**src/rtl/spi_host_pkg.sv**
```systemverilog
// Shared constants and helpers for the SPI host.
// Assumes a 32-bit register interface; the control field positions are fixed.
package spi_host_pkg;
    localparam int CTRL_EN      = 8;
    localparam int CTRL_CPOL    = 9;
    localparam int CTRL_PRE_LO  = 10;
    localparam int CTRL_SIZE_LO = 13;
    localparam int CTRL_IRQEN   = 15;
    localparam int CTRL_W       = 16;
    localparam int CS_COUNT     = 8;

    typedef enum logic {
        SEL_CTRL = 1'b0,
        SEL_DATA = 1'b1
    } reg_sel_e;

    // Power-of-two exponent of the clock ratio for each code.
    function automatic int unsigned prescale_log2(input logic [2:0] code);
        case (code)
            3'd0:    return 1;
            3'd1:    return 2;
            3'd2:    return 3;
            3'd3:    return 6;
            3'd4:    return 7;
            3'd5:    return 10;
            3'd6:    return 11;
            default: return 12;
        endcase
    endfunction
endpackage

```
**src/rtl/spi_host_prescaler.sv**
```systemverilog
// Tick generator: counts system clocks while enabled and pulses once every
// 2**k clocks, where k comes from the ratio code. Assumes CNT_W >= 12.
module spi_host_prescaler
    import spi_host_pkg::*;
#(
    parameter int CNT_W = 12
) (
    input  logic       clk,
    input  logic       rst_n,
    input  logic       en,
    input  logic [2:0] sel,
    output logic       tick
);
    logic [CNT_W-1:0] cnt_q;
    logic [CNT_W-1:0] mask;

    // Low-bit mask whose all-ones state marks a tick.
    always_comb mask = CNT_W'((32'd1 << prescale_log2(sel)) - 32'd1);

    // Free-running count, held at zero while the unit is off.
    always_ff @(posedge clk) begin
        if (!rst_n || !en) cnt_q <= '0;
        else               cnt_q <= cnt_q + 1'b1;
    end

    assign tick = en && ((cnt_q & mask) == mask);

    // every ratio is at least two, so ticks never come back to back.
    a_r2_no_adjacent_ticks: assert property (@(posedge clk) disable iff (!rst_n)
        tick |=> !tick);
endmodule

```
**src/rtl/spi_host_shifter.sv**
```systemverilog
// Shift engine: runs one transfer of nbits bits, two ticks per bit. The
// first tick drives the clock active and the next output bit; the second
// restores idle and shifts the input bit into bit 0. Assumes load_word is
// already aligned so that its first bit sits at the top.
module spi_host_shifter #(
    parameter int DATA_W = 32,
    parameter int CNT_W  = $clog2(DATA_W + 1)
) (
    input  logic              clk,
    input  logic              rst_n,
    input  logic              en,
    input  logic              tick,
    input  logic              start,
    input  logic [DATA_W-1:0] load_word,
    input  logic [CNT_W-1:0]  nbits,
    input  logic              cpol,
    input  logic              miso,
    output logic              busy,
    output logic              finish,
    output logic              sclk,
    output logic              mosi,
    output logic [DATA_W-1:0] word
);
    logic              busy_q;
    logic              phase_q;
    logic              act_q;
    logic              mosi_q;
    logic [DATA_W-1:0] shreg_q;
    logic [CNT_W-1:0]  left_q;

    // Final sampling tick of the last bit.
    assign finish = busy_q && tick && phase_q && (left_q == CNT_W'(1));

    // Transfer sequencing: abort, load, or advance one half-bit per tick.
    always_ff @(posedge clk) begin
        if (!rst_n) begin
            busy_q  <= 1'b0;
            phase_q <= 1'b0;
            act_q   <= 1'b0;
            mosi_q  <= 1'b0;
            shreg_q <= '0;
            left_q  <= '0;
        end else if (!en) begin
            busy_q  <= 1'b0;
            phase_q <= 1'b0;
            act_q   <= 1'b0;
        end else if (start && !busy_q) begin
            busy_q  <= 1'b1;
            phase_q <= 1'b0;
            act_q   <= 1'b0;
            shreg_q <= load_word;
            left_q  <= nbits;
        end else if (busy_q && tick) begin
            if (!phase_q) begin
                act_q   <= 1'b1;
                mosi_q  <= shreg_q[DATA_W-1];
                phase_q <= 1'b1;
            end else begin
                act_q   <= 1'b0;
                shreg_q <= {shreg_q[DATA_W-2:0], miso};
                phase_q <= 1'b0;
                left_q  <= left_q - 1'b1;
                if (left_q == CNT_W'(1)) busy_q <= 1'b0;
            end
        end
    end

    assign busy = busy_q;
    assign sclk = cpol ^ act_q;
    assign mosi = mosi_q;
    assign word = shreg_q;

    // the clock sits at its idle level whenever no transfer runs.
    a_r5_idle_level: assert property (@(posedge clk) disable iff (!rst_n)
        !busy_q |-> (sclk == cpol));
    // a running transfer always has between 1 and DATA_W bits left.
    a_r4_count_range: assert property (@(posedge clk) disable iff (!rst_n)
        busy_q |-> (left_q != '0 && left_q <= CNT_W'(DATA_W)));
endmodule

```
**src/rtl/spi_host_wsz.sv**
```systemverilog
// SPI host top: control register, chip selects, word alignment, readback
// and completion interrupt. Assumes DATA_W is 32 so that the status bit
// lands in bit 31; reads are combinational.
module spi_host_wsz
    import spi_host_pkg::*;
#(
    parameter int DATA_W = 32,
    parameter int PRE_W  = 12
) (
    input  logic              clk,
    input  logic              rst_n,
    input  logic              wr_en,
    input  logic              wr_sel,
    input  logic [DATA_W-1:0] wr_data,
    input  logic              rd_sel,
    output logic [DATA_W-1:0] rd_data,
    output logic [7:0]        cs_n,
    output logic              sclk,
    output logic              mosi,
    input  logic              miso,
    output logic              irq
);
    localparam int CNT_W = $clog2(DATA_W + 1);

    logic [CTRL_W-1:0] ctrl_q;
    logic              en;
    logic              tick;
    logic              start;
    logic              busy;
    logic              finish;
    logic              irq_q;
    logic [1:0]        size_code;
    logic [CNT_W-1:0]  nbits;
    logic [DATA_W-1:0] load_word;
    logic [DATA_W-1:0] word;

    // Control register write.
    always_ff @(posedge clk) begin
        if (!rst_n)                            ctrl_q <= '0;
        else if (wr_en && wr_sel == SEL_CTRL)  ctrl_q <= wr_data[CTRL_W-1:0];
    end

    assign en        = ctrl_q[CTRL_EN];
    assign size_code = ctrl_q[CTRL_SIZE_LO +: 2];
    assign nbits     = CNT_W'((int'(size_code) + 1) * 8);
    assign load_word = wr_data << (DATA_W - int'(nbits));
    assign start     = wr_en && (wr_sel == SEL_DATA) && en;
    assign cs_n      = ~ctrl_q[CS_COUNT-1:0];

    spi_host_prescaler #(.CNT_W(PRE_W)) u_pre (
        .clk  (clk),
        .rst_n(rst_n),
        .en   (en),
        .sel  (ctrl_q[CTRL_PRE_LO +: 3]),
        .tick (tick)
    );

    spi_host_shifter #(.DATA_W(DATA_W), .CNT_W(CNT_W)) u_shift (
        .clk      (clk),
        .rst_n    (rst_n),
        .en       (en),
        .tick     (tick),
        .start    (start),
        .load_word(load_word),
        .nbits    (nbits),
        .cpol     (ctrl_q[CTRL_CPOL]),
        .miso     (miso),
        .busy     (busy),
        .finish   (finish),
        .sclk     (sclk),
        .mosi     (mosi),
        .word     (word)
    );

    // Completion pulse, gated by the interrupt enable.
    always_ff @(posedge clk) begin
        if (!rst_n) irq_q <= 1'b0;
        else        irq_q <= finish && ctrl_q[CTRL_IRQEN];
    end

    assign irq = irq_q;

    // Register readback mux.
    always_comb begin
        if (rd_sel == SEL_CTRL) rd_data = {busy, {(DATA_W-CTRL_W-1){1'b0}}, ctrl_q};
        else                    rd_data = word;
    end

    // an accepted data write makes the unit busy on the next clock.
    a_r3_start_sets_busy: assert property (@(posedge clk) disable iff (!rst_n)
        (wr_en && wr_sel && en && !busy) |=> busy);
    // the interrupt appears only in the clock in which busy has just fallen.
    a_r8_irq_on_busy_fall: assert property (@(posedge clk) disable iff (!rst_n)
        irq |-> (!busy && $past(busy)));
    // the interrupt lasts a single clock.
    a_r8_irq_single: assert property (@(posedge clk) disable iff (!rst_n)
        irq |=> !irq);
    // with the unit disabled, no transfer survives the next edge.
    a_r9_disable_clears: assert property (@(posedge clk) disable iff (!rst_n)
        !en |=> !busy);
endmodule

```
**config.mk**
```make
export PLATFORM = sky130hd
export DESIGN_NAME = spi_host_wsz
export DESIGN_NICKNAME = d
export VERILOG_FILES = /design/src/rtl/spi_host_pkg.sv /design/src/rtl/spi_host_prescaler.sv /design/src/rtl/spi_host_shifter.sv /design/src/rtl/spi_host_wsz.sv
export SDC_FILE = /design/constraint.sdc
export NUM_CORES = 1
export LEC_CHECK = 0
export BUFFER_PORTS_ARGS = -buffer_cell sky130_fd_sc_hd__buf_2
export CORE_MARGIN = 1
export CORE_UTILIZATION = 60
export DETAILED_ROUTE_END_ITERATION = 8
export GPL_TIMING_DRIVEN = 1
export PLACE_DENSITY = 0.82
export SYNTH_ARGS = -nofsm -noshare
export SYNTH_HDL_FRONTEND = slang
export SYNTH_SLANG_ARGS = --single-unit
```
**constraint.sdc**
```tcl
create_clock -name clk -period 6.7 [get_ports clk]
set_input_delay 0 -clock clk [delete_from_list [all_inputs] [get_ports clk]]
set_output_delay 0 -clock clk [all_outputs]
set_load 0.05 [all_outputs]
```
==> reports/metrics.cfg, run 1 <==
[outcome]
status = complete, but fails checks
violations = DRC

[worst_setup_path]
crit_type = reg -> reg
start_kind = flip-flop
crit_slowest_cell = nor2b_1
critPathMaxStageDelay_ps = 930
end_kind = flip-flop
worstPathArrival_ps = 3600
critical_path_required_ps = 6980
path_max_fanout = 24
crit_chain = ha_1, nor2b_1, a221o_1, o211ai_1, mux2i_1

[global_route]
grt_overflow = 0
first_global_vias = 3606
antenna_found_initial = 0
grt_pass1_wl_um = 17800
grt_usage = 0.319
grt_max_degree = 90

[sta]
hold_viol = 0
max_freq_ghz = 0.301
period_share = 0.496
drv_slew = 0
whs_ps = 192
max_slew_margin = 0.206
fin_crit_ps = 3320
worst_pin_slew_ps = 1190
grt_setup_unrepaired = false
setup_viol = 0
fin_setup_tns_ps = 0
skew_ps = 6.19

[power_and_ir_drop]
leakage_nw = 2.13
power_density_mw_per_mm2 = 192
vdd.ir_drop.worst_v = 0.000125

[synth]
ys.flop_type = dfxtp_1
ys_top_cells_by_count = 139 x nand2_1, 70 x dfxtp_1, 36 x mux2i_1
synth_nets = 544
synth_area_mm2 = 0.00412
yosysTopAreaCell = dfxtp_1
async_flop_share = 0
syn_inst = 501
synth-seq-cells = 70
synthTopCellsByArea = dfxtp_1 34%, nand2_1 13%, mux2i_1 8.7%
synth.distinct_cells = 46
synth_edf_count = 0
synth.most_common_cell = nand2_1
ys_seq_area_frac = 0.340
yosys.area.top_type_share = 0.340
synth_warnings = 0
synth.avg_cell_area_um2 = 8.23

[clock_network]
clk_path_buf_depth = 2
numCtsBuffers = 9
htree_num_levels = 3
cts_tree = done
cts.sinks = 70
clk_pin_slew_ps = 80
root_buffer = clkbuf_8
clk_latency_ps = 350
cts_setup_buffers = 0

[die]
fp.dieW_um = 84.9
start_util = 0.635
fp.dieH_um = 84.9
coreArea_mm2 = 0.00649
row_count = 29
ios = 81
die_area_mm2 = 0.00720

[route]
drt_iter0_drc = 302
drt_first_pass_iters = 7
viasPerCell = 6.08
via_count = 3987
avgRoutedWirePerCell_um = 16.9
antenna_left = 0
drc = 6
routed_wl_um = 11100

[finish]
fill_cells = 473
syn_to_final_growth_pct = 17.9
antenna_cells = 0
nets = 617
drive_above_1_share = 0.214

[placed_design]
portBuffers = 80
place_congestion = 0.928
dp_hpwl_um = 7300

[flow_run]
maxCapViolCount = 0

[hold_path]
hold_class = in -> reg

==> critical path: cells and delay by family, from the launching register on <==
| family | cells | cell delay, ps |
|---|---|---|
| and+or+nand+nor | 1 | 930 |
| DFF | 1 | 880 |
| adders and majority gates | 1 | 850 |
| AOI/OAI and AO/OA | 2 | 400 |
| muxes | 1 | 190 |
==> layer usage <==
| metal | global-route usage | up-vias | wire length (µm) |
|---|---|---|---|
| li1 | - | 1883 | - |
| met1 | 0.438 | 1871 | 4850 |
| met5 | 0 | - | 0 |
| met2 | 0.514 | 214 | 5200 |
| met4 | 0.136 | 0 | 233 |
| met3 | 0.0350 | 19 | 792 |
==> layout make-up <==
| cell class | instances | area [µm²] | share of cell area |
|---|---|---|---|
| clock inverter | 5 | 83.8 | 0.0173 |
| inverter | 12 | 45.0 | 0.00927 |
| sequential | 70 | 1400 | 0.289 |
| timing repair buffer | 102 | 608 | 0.125 |
| multi-input combinational | 379 | 2490 | 0.513 |
| tap | 77 | 96.3 | 0.0198 |
| clock buffer | 11 | 131 | 0.0270 |
==> kinds of logic (layout without fill, tap and decap cells) <==
logic type                 Yosys count  count (layout)  share of synthesized area
and+or+nand+nor                    220             220                      0.242
AOI/OAI and AO/OA                   79              79                      0.143
DFF                                 70              70                      0.340
muxes                               59              59                      0.172
buffers and inverters               52             130                     0.0556
xor gates and xnor gates            15              15                     0.0319
adders and majority gates            5               5                     0.0152
other                                1               1                   0.000910
==> flip-flops by register name (all words and copies together), names as in the netlist <==
register,count
u_shift.left_q,6
u_shift.word,32
u_shift.busy,1
u_shift.mosi,1
u_shift.phase_q,1
u_pre.cnt_q,12
irq,1
ctrl_q,16
==> power breakdown <==
part	switching [W]	internal [W]
Sequential	0.00000694	0.000421
Combinational	0.0000790	0.0000474
Clock	0.000169	0.000211
Total	0.000255	0.000679
==> timing repair <==
action | 4_1_cts | 5_1_grt
hold endpoints to repair | 17 | 0
hold buffers | 17 | 0
gates resized for setup | 0 | 0
==> placed cells by master, fill, tap and decap left out, types with 2 or more instances in the layout <==
cell type / synthesis / layout
nand2_1: 139 / 139
buf_2: 3 / 80
dfxtp_1: 70 / 70
mux2i_1: 36 / 36
nor2_1: 20 / 20
and2_1: 17 / 17
a21boi_0: 17 / 17
dlygate4sd3_1: 0 / 17
nand3_1: 16 / 16
o211ai_1: 16 / 16
a221o_1: 16 / 16
mux2_2: 15 / 15
o21ai_0: 14 / 14
inv_1: 12 / 12
xnor2_1: 9 / 9
clkbuf_8: 0 / 9
mux4_2: 8 / 8
xor2_1: 6 / 6
a21oi_1: 5 / 5
ha_1: 5 / 5
buf_4: 0 / 5
nor3_1: 4 / 4
nor4_1: 4 / 4
nor2b_1: 3 / 3
nor3b_1: 3 / 3
a211oi_1: 3 / 3
or3_1: 2 / 2
nand2b_1: 2 / 2
nand4b_1: 2 / 2
clkbuf_1: 30 / 2
bufinv_16: 0 / 2
clkinvlp_4: 0 / 2
==> through the flow <==
stage	utilization	total power, W	cell area (µm²)	cells	setup WS, ps
6_report	0.748	0.000933	4860	656	3380
5_1_grt	0.748	0.000959	4860	656	3150
4_1_cts	0.748	0.000931	4860	656	3430
3_5_place_dp	0.688	0.000553	4470	623	3420
3_3_place_gp	0.688	0.000551	4470	623	3620
2_1_floorplan	-	0.000517	4120	501	4190
==> final timing paths <==
check / from / to / slack [ps] / depth (start not counted)
min: wr_sel / ctrl_q[5]$_SDFFE_PN0P_ / 190 / 5
max reg2reg: ctrl_q[13]$_SDFFE_PN0P_ / u_shift.word[18]$_SDFFE_PN0P_ / 3380 / 5
min reg2reg: u_shift.mosi$_SDFFE_PN0P_ / u_shift.mosi$_SDFFE_PN0P_ / 470 / 2
max: ctrl_q[13]$_SDFFE_PN0P_ / u_shift.word[18]$_SDFFE_PN0P_ / 3380 / 5
No activity file was read; power rests on OpenSTA's default activity.
==> run 2, diff against run 1 <==
- CORE_UTILIZATION: 60 -> 50
- PLACE_DENSITY: 0.82 -> 0.72
- clock period: 6.7 -> 2.7 ns (I/O delays scaled with it)
==> reports/metrics.cfg, run 2 (same netlist as run 1, synthesis figures left out) <==
[power_and_ir_drop]
leakage_nw = 2.18
power_density_mw_per_mm2 = 433
vdd.ir_drop.worst_v = 0.000183

[sta]
max_freq_ghz = 0.406
max_slew_margin = 0.281
grt_setup_unrepaired = false
fin_crit_ps = 2460
hold_viol = 0
fin_setup_tns_ps = 0
setup_viol = 0
drv_slew = 0
period_share = 0.912
worst_pin_slew_ps = 1080
skew_ps = 9.62

[clock_network]
htree_num_levels = 3
clk_latency_ps = 350
root_buffer = clkbuf_8
clk_pin_slew_ps = 70
cts_tree = done
clk_path_buf_depth = 2
cts.sinks = 70
numCtsBuffers = 9
ctsResizeCount = 0

[placed_design]
place_congestion = 0.877
dp_hpwl_um = 7370
portBuffers = 80
place_inst = 658

[die]
fp.dieH_um = 92.8
coreArea_mm2 = 0.00785
row_count = 32
die_area_mm2 = 0.00861
start_util = 0.525
ios = 81
fp.dieW_um = 92.8

[route]
avgRoutedWirePerCell_um = 16.2
routed_wl_um = 11200
drt_first_pass_iters = 5
drc = 0
viasPerCell = 5.70
drt_iter0_drc = 266
via_count = 3940
antenna_left = 0

[worst_setup_path]
rrSetupSlack_ps = 240
reg2reg_depth = 9
worstPathArrival_ps = 2700
cp_top_family = simple AND/OR/NAND/NOR gates
end_kind = flip-flop
critPathMaxStageDelay_ps = 370
crit_slowest_cell = or3_1
crit_chain = or3_1, ha_1, o2111ai_1, a41oi_1, nand4b_1, nor4b_4, buf_4, nor3b_1, a221o_1
reg2reg_from = ctrl_q[10]$_SDFFE_PN0P_
path_buf_inv = 1
crit_type = reg -> reg
start_kind = flip-flop
path_max_fanout = 7
critical_path_required_ps = 2930
r2r_end = u_shift.left_q[5]$_SDFFE_PN0P_

[global_route]
antenna_found_initial = 0
use_met2 = 0.411
met3_usage = 0.0583
top_usage_layer = met2
grt_overflow = 0
met1_usage = 0.355
grt_usage = 0.268
first_global_vias = 3633
grt_pass1_wl_um = 17900
grt_max_degree = 71

[finish]
syn_to_final_growth_pct = 19.8
largest_reg_flops = 32
fin_cells = 691
final_common_cell = nand2_1
nets = 627
antenna_cells = 0
most-common-layout-cells = 139 x nand2_1, 80 x buf_2, 70 x dfxtp_1
drive_above_1_share = 0.229

[hold_path]
holdPathEnd = ctrl_q[2]$_SDFFE_PN0P_
min_path_cells = 3
hold_class = in -> reg
worstHoldStart = wr_data[2]

[outcome]
status = finished, final reports clean

[flow_run]
maxCapViolCount = 0

-- run 2: metrics by stage --
stage	util	hold WS [ps]	area, µm²	total power [W]	worst slack, ps
after global placement	0.585	298	4590	0.00138	97.6
after floorplan	-	145	4120	0.00128	194
after CTS	0.629	13.5	4940	0.00214	221
after detailed placement	0.585	310	4590	0.00138	3.49
final	0.629	3.48	4940	0.00214	238
after global routing	0.629	19.6	4940	0.00222	83.5
-- run 2: power by group --
part	leakage [nW]	total, W	switching [W]	internal, W
Clock	0.0861	0.000757	0.000403	0.000355
Combinational	1.53	0.000330	0.000205	0.000125
Sequential	0.566	0.00105	0.00000803	0.00104
-- run 2: metal layers --
| metal | vias to the layer above | wire, µm |
|---|---|---|
| met5 | - | 0 |
| li1 | 1906 | - |
| met1 | 1823 | 4930 |
| met4 | 0 | 412 |
| met3 | 30 | 853 |
| met2 | 181 | 4970 |
-- run 2: how the worst max path moves through the flow --
stage | start | endpoint | cells past startpoint
floorplan | ctrl_q[10]$_SDFFE_PN0P_ | u_shift.left_q[4]$_SDFFE_PN0P_ | 10
global placement | ctrl_q[10]$_SDFFE_PN0P_ | u_shift.word[27]$_SDFFE_PN0P_ | 9
detailed placement | ctrl_q[10]$_SDFFE_PN0P_ | u_shift.word[27]$_SDFFE_PN0P_ | 9
CTS | ctrl_q[10]$_SDFFE_PN0P_ | u_shift.left_q[5]$_SDFFE_PN0P_ | 9
global route | ctrl_q[10]$_SDFFE_PN0P_ | u_shift.word[27]$_SDFFE_PN0P_ | 9
finish | ctrl_q[10]$_SDFFE_PN0P_ | u_shift.left_q[5]$_SDFFE_PN0P_ | 9
-- run 2: what timing repair did --
action,4_1_cts,5_1_grt
hold endpoints to repair,16,0
setup buffers,1,0
setup endpoints to repair,17,0
hold buffers,16,0
-- run 2: final cells by class --
class / instances / area (µm²)
fillers: 706 / 2910
multi-input cells: 379 / 2490
flip-flops and latches: 70 / 1400
repair buffers: 112 / 706
clock buffers: 12 / 145
well taps: 102 / 128
inverters: 12 / 45.0
clock inverters: 4 / 22.5
-- run 2: worst register-to-register path, stage by stage (launching register included) --
cell	delay (ps)
dfxtp_1	310
or3_1	370
ha_1	280
o2111ai_1	100
a41oi_1	210
nand4b_1	210
nor4b_4	340
buf_4	220
nor3b_1	60
a221o_1	260
==> run 3, diff against run 2 <==
- CELL_PAD_IN_SITES_DETAIL_PLACEMENT: not set -> 0
- CELL_PAD_IN_SITES_GLOBAL_PLACEMENT: not set -> 1
- CORE_UTILIZATION: 50 -> 37
==> reports/metrics.cfg, run 3 (same netlist as run 1, synthesis figures left out) <==
[sta]
max_slew_margin = 0.219
skew_ps = 9.14
period_share = 0.919
grt_setup_unrepaired = false
drv_slew = 0
max_freq_ghz = 0.403
setup_viol = 0
fin_crit_ps = 2480
hold_viol = 0
fin_setup_tns_ps = 0
worst_pin_slew_ps = 1170

[finish]
nets = 627
largest_reg_flops = 32
final_common_cell = nand2_1
drive_above_1_share = 0.231
most-common-layout-cells = 139 x nand2_1, 80 x buf_2, 70 x dfxtp_1
antenna_cells = 0
fill_cells = 1092
syn_to_final_growth_pct = 22.3

[global_route]
first_global_vias = 3582
grt_overflow = 0
antenna_found_initial = 0
grt_pass1_wl_um = 18800
grt_max_degree = 52
grt_usage = 0.212

[die]
start_util = 0.380
coreArea_mm2 = 0.0108
fp.dieH_um = 108
row_count = 38
ios = 81
die_area_mm2 = 0.0116
fp.dieW_um = 108

[hold_path]
hold_class = in -> reg
holdPathEnd = u_shift.word[0]$_SDFFE_PN0P_
min_path_cells = 5
worstHoldStart = miso

[worst_setup_path]
crit_type = reg -> reg
r2r_end = u_shift.left_q[3]$_SDFFE_PN0P_
rrSetupSlack_ps = 220
reg2reg_depth = 9
critical_path_required_ps = 2930
start_kind = flip-flop
worstPathArrival_ps = 2710
reg2reg_from = ctrl_q[10]$_SDFFE_PN0P_
path_max_fanout = 7
end_kind = flip-flop

[placed_design]
dp_hpwl_um = 8010
portBuffers = 80
place_congestion = 0.793

[route]
avgRoutedWirePerCell_um = 16.1
drc = 0
viasPerCell = 5.26
routed_wl_um = 11700
drt_iter0_drc = 146
antenna_left = 0
via_count = 3836
drt_first_pass_iters = 6

[power_and_ir_drop]
totalPowerFinal_w = 0.00237
vdd.ir_drop.worst_v = 0.000293
leakage_nw = 2.20
power_density_mw_per_mm2 = 471

[clock_network]
clk_pin_slew_ps = 70
cts_tree = done
htree_num_levels = 3
clk_path_buf_depth = 2
clk_latency_ps = 340
cts.sinks = 70
root_buffer = clkbuf_8
numCtsBuffers = 9

[flow_run]
maxCapViolCount = 0

[outcome]
status = finished, final reports clean

-- run 3: changes by cell type in the layout (fill, tap and decap cells not counted), sizes merged --
| cell | change |
|---|---|
| bufinv | +2 |
| clkbuf | +1 |
| clkinv | -2 |
| clkinvlp | -1 |
-- run 3: metal layers --
metal	vias to the layer above	GRT usage	wire length, µm
met1	1826	0.287	5560
met2	87	0.326	5430
met5	-	0	0
met3	23	0.0363	445
met4	0	0.0998	270
li1	1900	-	-
-- run 3: worst max path at each step --
| stage | start | to | slack, ps | cells past startpoint |
|---|---|---|---|---|
| finish | ctrl_q[10]$_SDFFE_PN0P_ | u_shift.left_q[3]$_SDFFE_PN0P_ | 220 | 9 |
| floorplan | ctrl_q[10]$_SDFFE_PN0P_ | u_shift.left_q[4]$_SDFFE_PN0P_ | 190 | 10 |
| CTS | ctrl_q[10]$_SDFFE_PN0P_ | u_shift.left_q[3]$_SDFFE_PN0P_ | 170 | 9 |
| global route | ctrl_q[10]$_SDFFE_PN0P_ | u_shift.left_q[5]$_SDFFE_PN0P_ | 40 | 9 |
| global placement | ctrl_q[10]$_SDFFE_PN0P_ | u_shift.left_q[3]$_SDFFE_PN0P_ | 260 | 9 |
| detailed placement | ctrl_q[10]$_SDFFE_PN0P_ | u_shift.left_q[3]$_SDFFE_PN0P_ | 210 | 9 |
-- run 3: per-stage QoR --
step	worst slack (ps)	cells	hold slack, ps	area [µm²]	util
after CTS	168	728	24.2	5030	0.464
after floorplan	194	501	145	4120	-
after detailed placement	214	696	303	4640	0.428
after global routing	39.6	729	25.9	5040	0.465
final	218	729	23.4	5040	0.465
after global placement	262	696	300	4640	0.428
-- run 3: what timing repair did --
item                                   4_1_cts  5_1_grt
endpoints found under the hold margin       16        0
setup buffers                                0        1
setup endpoints to repair                    0        2
resized for setup                            0        0
hold buffers                                16        0
-- run 3: layout make-up --
class	count	area (µm²)	share of cell area
clock inverters	3	65.1	0.0129
flip-flops and latches	70	1400	0.278
clock buffers	13	169	0.0335
repair buffers	112	693	0.138
multi-input cells	379	2490	0.494
inverters	12	45.0	0.00894
well taps	140	175	0.0348
-- run 3: critical path, cell delays in order (launching register included) --
cell	delay, ps
dfxtp_1	310
or3_1	380
ha_1	290
o2111ai_1	100
a41oi_1	180
nand4b_1	240
nor4b_4	340
buf_4	210
nor3b_1	50
a221o_1	260
-- run 3: power breakdown --
part	total [W]	internal [W]	switching, W
sequential	0.00105	0.00104	0.00000956
clock	0.000992	0.000596	0.000396
combinational	0.000327	0.000123	0.000205
